`config.mk`:
```
export PLATFORM = sky130hd
export DESIGN_NAME = mcr_top
export DESIGN_NICKNAME = d
export VERILOG_FILES = /design/src/rtl/mcr_pkg.sv /design/src/rtl/mcr_regfile.sv /design/src/rtl/mcr_sync_sample.sv /design/src/rtl/mcr_nc_select.sv /design/src/rtl/mcr_top.sv
export SDC_FILE = /design/constraint.sdc
export NUM_CORES = 1
export LEC_CHECK = 0
export BUFFER_PORTS_ARGS = -buffer_cell sky130_fd_sc_hd__buf_2
export CORE_ASPECT_RATIO = 1.5
export CORE_MARGIN = 2
export CORE_UTILIZATION = 35
export CTS_BUF_LIST = sky130_fd_sc_hd__clkbuf_16
export DETAILED_ROUTE_END_ITERATION = 6
export SLEW_MARGIN = 20
export SYNTH_ARGS = -nofsm -noshare
export SYNTH_HDL_FRONTEND = slang
export SYNTH_HIERARCHICAL = 1
export SYNTH_SLANG_ARGS = --single-unit
```
`constraint.sdc`:
```
create_clock -name clk -period 1.4 [get_ports clk]
set_clock_uncertainty 0.15 [all_clocks]
set_input_delay 0 -clock clk [delete_from_list [all_inputs] [get_ports clk]]
set_output_delay 0 -clock clk [all_outputs]
set_load 0.03 [all_outputs]
```
`src/rtl/mcr_pkg.sv`:
```
package mcr_pkg;

    localparam int HOST_SEL_W = 3;
    localparam int BYTE_W     = 8;

    // Stored control fields, bits 4:1 of the control byte
    typedef struct packed {
        logic nc_b;
        logic nc_a;
        logic slope;
        logic pad;
    } ctrl_t;

    typedef enum logic [1:0] {
        NC_THROUGH = 2'b00,
        NC_LOW     = 2'b01,
        NC_MID     = 2'b10,
        NC_HIGH    = 2'b11
    } nc_code_t;

    function automatic nc_code_t nc_code(input logic b, input logic a, input logic pin);
        return nc_code_t'({b, a | pin});
    endfunction

    function automatic logic [7:0] ctrl_word(input ctrl_t c, input logic go);
        return {3'b000, c.nc_b, c.nc_a, c.slope, c.pad, go};
    endfunction

endpackage

```
`src/rtl/mcr_regfile.sv`:
```
module mcr_regfile
    import mcr_pkg::*;
#(
    parameter int MEM_AW = 16,
    parameter int MEM_DW = 16
) (
    input  logic                  clk,
    input  logic                  rst,
    input  logic                  host_we,
    input  logic [HOST_SEL_W-1:0] host_sel,
    input  logic [BYTE_W-1:0]     host_wdata,
    input  logic                  init_mode,
    output ctrl_t                 ctrl_o,
    output logic                  go_o,
    output logic [MEM_AW-1:0]     mem_addr,
    output logic [MEM_DW-1:0]     mem_wdata
);

    localparam int AB = MEM_AW / BYTE_W;
    localparam int DB = MEM_DW / BYTE_W;

    ctrl_t ctrl_q;
    logic  go_q;

    always_ff @(posedge clk) begin
        if (rst) begin
            ctrl_q <= '0;
            go_q   <= 1'b0;
        end else begin
            go_q <= 1'b0;
            if (host_we && host_sel == '0) begin
                ctrl_q <= ctrl_t'(host_wdata[4:1]);
                go_q   <= host_wdata[0] & init_mode;
            end
        end
    end

    genvar k;
    generate
        for (k = 0; k < AB; k++) begin : g_addr
            logic [BYTE_W-1:0] b_q;
            always_ff @(posedge clk) begin
                if (rst)
                    b_q <= '0;
                else if (host_we && host_sel == HOST_SEL_W'(1 + k))
                    b_q <= host_wdata;
            end
            assign mem_addr[MEM_AW-1-BYTE_W*k -: BYTE_W] = b_q;
        end
        for (k = 0; k < DB; k++) begin : g_data
            logic [BYTE_W-1:0] b_q;
            always_ff @(posedge clk) begin
                if (rst)
                    b_q <= '0;
                else if (host_we && host_sel == HOST_SEL_W'(1 + AB + k))
                    b_q <= host_wdata;
            end
            assign mem_wdata[MEM_DW-1-BYTE_W*k -: BYTE_W] = b_q;
        end
    endgenerate

    assign ctrl_o = ctrl_q;
    assign go_o   = go_q;


    strobe_single_chk: assert property (@(posedge clk) disable iff (rst)
        go_q |=> !go_q);

    strobe_init_only_chk: assert property (@(posedge clk) disable iff (rst)
        go_q |-> $past(init_mode));

endmodule

```
`src/rtl/mcr_sync_sample.sv`:
```
module mcr_sync_sample #(
    parameter int N = 2
) (
    input  logic         clk,
    input  logic         rst,
    input  logic         sync_in,
    input  logic [N-1:0] bits_in,
    input  logic [N-1:0] pins_in,
    output logic [N-1:0] q_out
);

    logic         sync_d;
    logic         sync_rise;
    logic [N-1:0] q_r;

    assign sync_rise = sync_in & ~sync_d;

    always_ff @(posedge clk) begin
        if (rst) begin
            sync_d <= 1'b0;
            q_r    <= '0;
        end else begin
            sync_d <= sync_in;
            if (sync_rise)
                q_r <= bits_in | pins_in;
        end
    end

    assign q_out = q_r;


    bypass_hold_chk: assert property (@(posedge clk) disable iff (rst)
        !sync_rise |=> $stable(q_r));

endmodule

```
`src/rtl/mcr_nc_select.sv`:
```
module mcr_nc_select
    import mcr_pkg::*;
(
    input  logic     clk,
    input  logic     rst,
    input  logic     init_mode,
    input  logic     sel_b,
    input  logic     sel_a,
    input  logic     sel_pin,
    output logic     nc_through,
    output nc_code_t nc_att
);

    nc_code_t live;
    nc_code_t att_q;

    assign live = nc_code(sel_b, sel_a, sel_pin);

    always_ff @(posedge clk) begin
        if (rst)
            att_q <= NC_THROUGH;
        else if (init_mode)
            att_q <= live;
    end

    assign nc_through = (live == NC_THROUGH);
    assign nc_att     = att_q;


    att_frozen_chk: assert property (@(posedge clk) disable iff (rst)
        !init_mode |=> $stable(att_q));

endmodule

```
`src/rtl/mcr_top.sv`:
```
module mcr_top
    import mcr_pkg::*;
#(
    parameter int MEM_AW = 16,
    parameter int MEM_DW = 16
) (
    input  logic                  clk,
    input  logic                  rst,
    input  logic                  host_we,
    input  logic [HOST_SEL_W-1:0] host_sel,
    input  logic [7:0]            host_wdata,
    output logic [7:0]            ctrl_rdata,
    input  logic                  init_mode,
    input  logic                  frame_sync,
    input  logic                  pad_pin,
    input  logic                  slope_pin,
    input  logic                  nc_pin,
    output logic                  pad_bypass,
    output logic                  slope_bypass,
    output logic                  nc_through,
    output logic [1:0]            nc_att,
    output logic                  mem_we,
    output logic [MEM_AW-1:0]     mem_addr,
    output logic [MEM_DW-1:0]     mem_wdata
);

    ctrl_t    ctrl;
    logic     go;
    logic [1:0] byp_q;
    nc_code_t att;

    mcr_regfile #(.MEM_AW(MEM_AW), .MEM_DW(MEM_DW)) u_regs (
        .clk        (clk),
        .rst        (rst),
        .host_we    (host_we),
        .host_sel   (host_sel),
        .host_wdata (host_wdata),
        .init_mode  (init_mode),
        .ctrl_o     (ctrl),
        .go_o       (go),
        .mem_addr   (mem_addr),
        .mem_wdata  (mem_wdata)
    );

    mcr_sync_sample #(.N(2)) u_sync (
        .clk     (clk),
        .rst     (rst),
        .sync_in (frame_sync),
        .bits_in ({ctrl.slope, ctrl.pad}),
        .pins_in ({slope_pin, pad_pin}),
        .q_out   (byp_q)
    );

    mcr_nc_select u_nc (
        .clk        (clk),
        .rst        (rst),
        .init_mode  (init_mode),
        .sel_b      (ctrl.nc_b),
        .sel_a      (ctrl.nc_a),
        .sel_pin    (nc_pin),
        .nc_through (nc_through),
        .nc_att     (att)
    );

    assign pad_bypass   = byp_q[0];
    assign slope_bypass = byp_q[1];
    assign nc_att       = att;
    assign mem_we       = go;
    assign ctrl_rdata   = ctrl_word(ctrl, go);


    go_clears_chk: assert property (@(posedge clk) disable iff (rst)
        ctrl_rdata[0] |=> !ctrl_rdata[0]);

endmodule

```
==> flow_summary_export.csv <==
group,metric,value,unit
power,intPower,2.005,mW
place,place_congestion,0.6782,
floorplan,start_util,0.3580,
detailed_routing,drt-pass1-iter-count,4,
clock_tree,cts_tree,"built",
floorplan,row_count,31,
power,leakagePower,1.221,nW
floorplan,fp.dieW,61.04,um
sta,fmax,849.1,MHz
clock_tree,clk_pin_slew_worst_paths,0.06,ns
detailed_routing,drc_errors,0,
grt,grt_pass1_vias,1351,
power,p_sw,0.6334,mW
yosys,synth_top_area_cell,"dfxtp_1",
power,power_frac_seq,0.471,
worst_setup_path,required,1.25,ns
worst_setup_path,reg2reg_depth,2,
worst_setup_path,cp.arrival,1.03,ns
grt,antenna_found_initial,0,
finish,diodes,0,
finish,fin_nets,254,
floorplan,die-area,5466,um^2
yosys,ys_ff_latch,42,
floorplan,die_h,89.56,um
power,p_per_area,1118,nW/um^2
yosys,synth_ff_type,"dfxtp_1",
place,place_inst,280,
yosys,synth_top_area_share,0.4923,
worst_setup_path,path_max_fanout,2,
clock_tree,htree_levels,2,
yosys,synth.avg_cell_area,10.81,um^2
grt,grt_max_degree,26,
yosys,synth_most_common_cell,"nand2b_1",
yosys,seq_area_frac_synth,0.4923,
finish,fin_area,2360,um^2
worst_setup_path,worst_setup_path_end_kind,"output port",
worst_setup_path,reg2reg_to,"u_sync/q_out[0]",
clock_tree,numClockSinks,42,
yosys,yosys_warnings,6,
detailed_routing,wl_per_cell,13.25,um
worst_setup_path,rr_startpoint,"u_regs/ctrl_o[0]",
detailed_routing,first_iter_violations,15,
finish,layoutNonFillerInstCount,302,
sta,finalCritPeriodShare,0.8412,
detailed_routing,viasPerCell,4.483,
power,combPwrFrac,0.113,
yosys,synth.area.top_cells,"dfxtp_1 49%, mux2i_1 22%, nand2b_1 16%, nand4bb_1 2.0%, buf_4 1.8%",
floorplan,core-area,4771,um^2
sta,final_hold_viol_count,4,
power,clkPwrFrac,0.416,
detailed_routing,postRouteAntennaNets,0,
clock_tree,cts_root_buf,"clkbuf_16",
place,place_area,2078,um^2
yosys,synth_cells,158,
sta,drv_slew,0,
sta,grt_setup_unrepaired,"false",
power,ir_drop,0.8677,mV
clock_tree,clock_path_buffers,2,
clock_tree,cts_resized,0,
worst_setup_path,crit_type,"in2out",
sta,setup_viol,0,
worst_setup_path,critPathLaunch,"nc_pin",
grt,grt_usage,0.1600,
yosys,synth.distinct_cells,17,
finish,syn2layout_area_growth,38.17,%
worst_setup_path,endpoint,"nc_through",
place,hpwlAfterDp,2802,um
sta,hold_slack,-0.01122,ns
clock_tree,cts_buffers,5,
clock_tree,cts_hold_buffers,14,
grt,gr-total-overflow,0,
sta,finalSetupTns,0,ns
floorplan,ios,65,
finish,drive_gt1_frac,0.3136,
job,maxCapViolCount,0,
detailed_routing,via_count,1354,
hold_path,worst_hold_path_type,"in2reg",
grt,grt_first_pass_wirelength,6320,um
status,violations,"hold timing",
clock_tree,post_cts_buffers,0,
yosys,syn-cell-area,1708,um^2
yosys,async_reset_ff_frac,0,
yosys,synthTopCellsByCount,"45 x nand2b_1, 42 x dfxtp_1, 37 x mux2i_1",
worst_setup_path,reg2reg_slack,0.44,ns
power,switching_share,0.2400,
yosys,synth-edff-count,0,
detailed_routing,totalWireLength,4002,um
status,status,"complete, but fails checks",
worst_setup_path,startpoint_type,"primary input",
sta,period_minus_slack,1.178,ns
place,port_buffers,61,
clock_tree,clkLatencyLatePin,0.28,ns
metal layers:
layer,track usage,wire [um]
met5,0,0
met4,0.07708,66
met3,0.03618,183
met2,0.2776,2088
met1,0.1793,1664
worst min-delay path by stage:
stage                              from                 endpoint  slack (ns)  cells after the start
after detailed placement      init_mode           u_nc/nc_att[0]        0.10                      2
final                     host_wdata[4]  u_regs/g_addr[0].b_q[4]       -0.01                      3
after CTS                 host_wdata[4]  u_regs/g_addr[0].b_q[4]        0.01                      3
after global placement        init_mode           u_nc/nc_att[0]        0.10                      2
after global routing      host_wdata[3]  u_regs/g_addr[1].b_q[3]        0.03                      3
after floorplan                     rst            u_sync/sync_d       -0.08                      1
kinds of logic (layout without fill, tap and decap cells):
kind of cell	after synthesis	after routing	share of synthesized area
muxes	37	37	0.2169
other	1	3	0.002196
and+or+nand+nor	59	59	0.2278
AOI/OAI and AO/OA	3	3	0.01319
buffers and inverters	16	92	0.04761
DFF	42	42	0.4923
power groups by stage:
stage               Sequential, mW  Combinational (mW)  Clock [mW]
CTS                           1.24               0.302        1.13
global placement              1.27               0.270           0
global route                  1.25               0.325        1.17
detailed placement            1.27               0.271           0
floorplan                     1.33               0.121           0
finish                        1.24               0.298        1.10
layout make-up:
class	instances	area, um^2
Fill cell	482	2411
Sequential cell	42	840.8
Multi-Input combinational cell	102	793.3
Timing Repair Buffer	81	490.5
Clock buffer	5	125.1
Tap cell	66	82.58
Clock inverter	3	16.27
Inverter	3	11.26
metrics by stage:
stage            util  power [mW]  setup WS (ns)
6_report       0.4946       2.639         0.2223
2_1_floorplan       -       1.448        0.09710
4_1_cts        0.4946       2.678         0.2203
3_3_place_gp   0.4356       1.539         0.1620
3_5_place_dp   0.4356       1.540         0.1400
5_1_grt        0.4946       2.742         0.1658
state kept, by name, indices dropped and copies added, names as in the netlist:
signal             cells
u_regs/ctrl_o          4
u_sync/q_out           2
u_regs/g_addr.b_q     16
u_nc/nc_att            2
u_regs/g_data.b_q     16
u_sync/sync_d          1
u_regs/go_o            1
cell usage in the layout, fill, tap and decap left out:
cell type | netlist | routed
a211oi_1 | 3 | 3
and4b_1 | 1 | 1
buf_2 | 5 | 61
buf_4 | 4 | 6
clkbuf_16 | 0 | 5
clkinv_1 | 0 | 1
clkinv_2 | 0 | 1
clkinvlp_4 | 0 | 1
conb_1 | 1 | 3
dfxtp_1 | 42 | 42
dlygate4sd3_1 | 0 | 14
inv_1 | 3 | 3
mux2i_1 | 37 | 37
nand2b_1 | 45 | 45
nand4b_1 | 1 | 1
nand4bb_1 | 3 | 3
nor2_1 | 3 | 3
nor2b_1 | 1 | 1
nor3_1 | 2 | 2
nor4b_1 | 2 | 2
or4b_1 | 1 | 1
critical path, stage by stage:
cell,delay (ns)
dlygate4sd3_1,0.53
buf_2,0.13
nor3_1,0.15
buf_2,0.22
(Power assumes the default switching activity.)
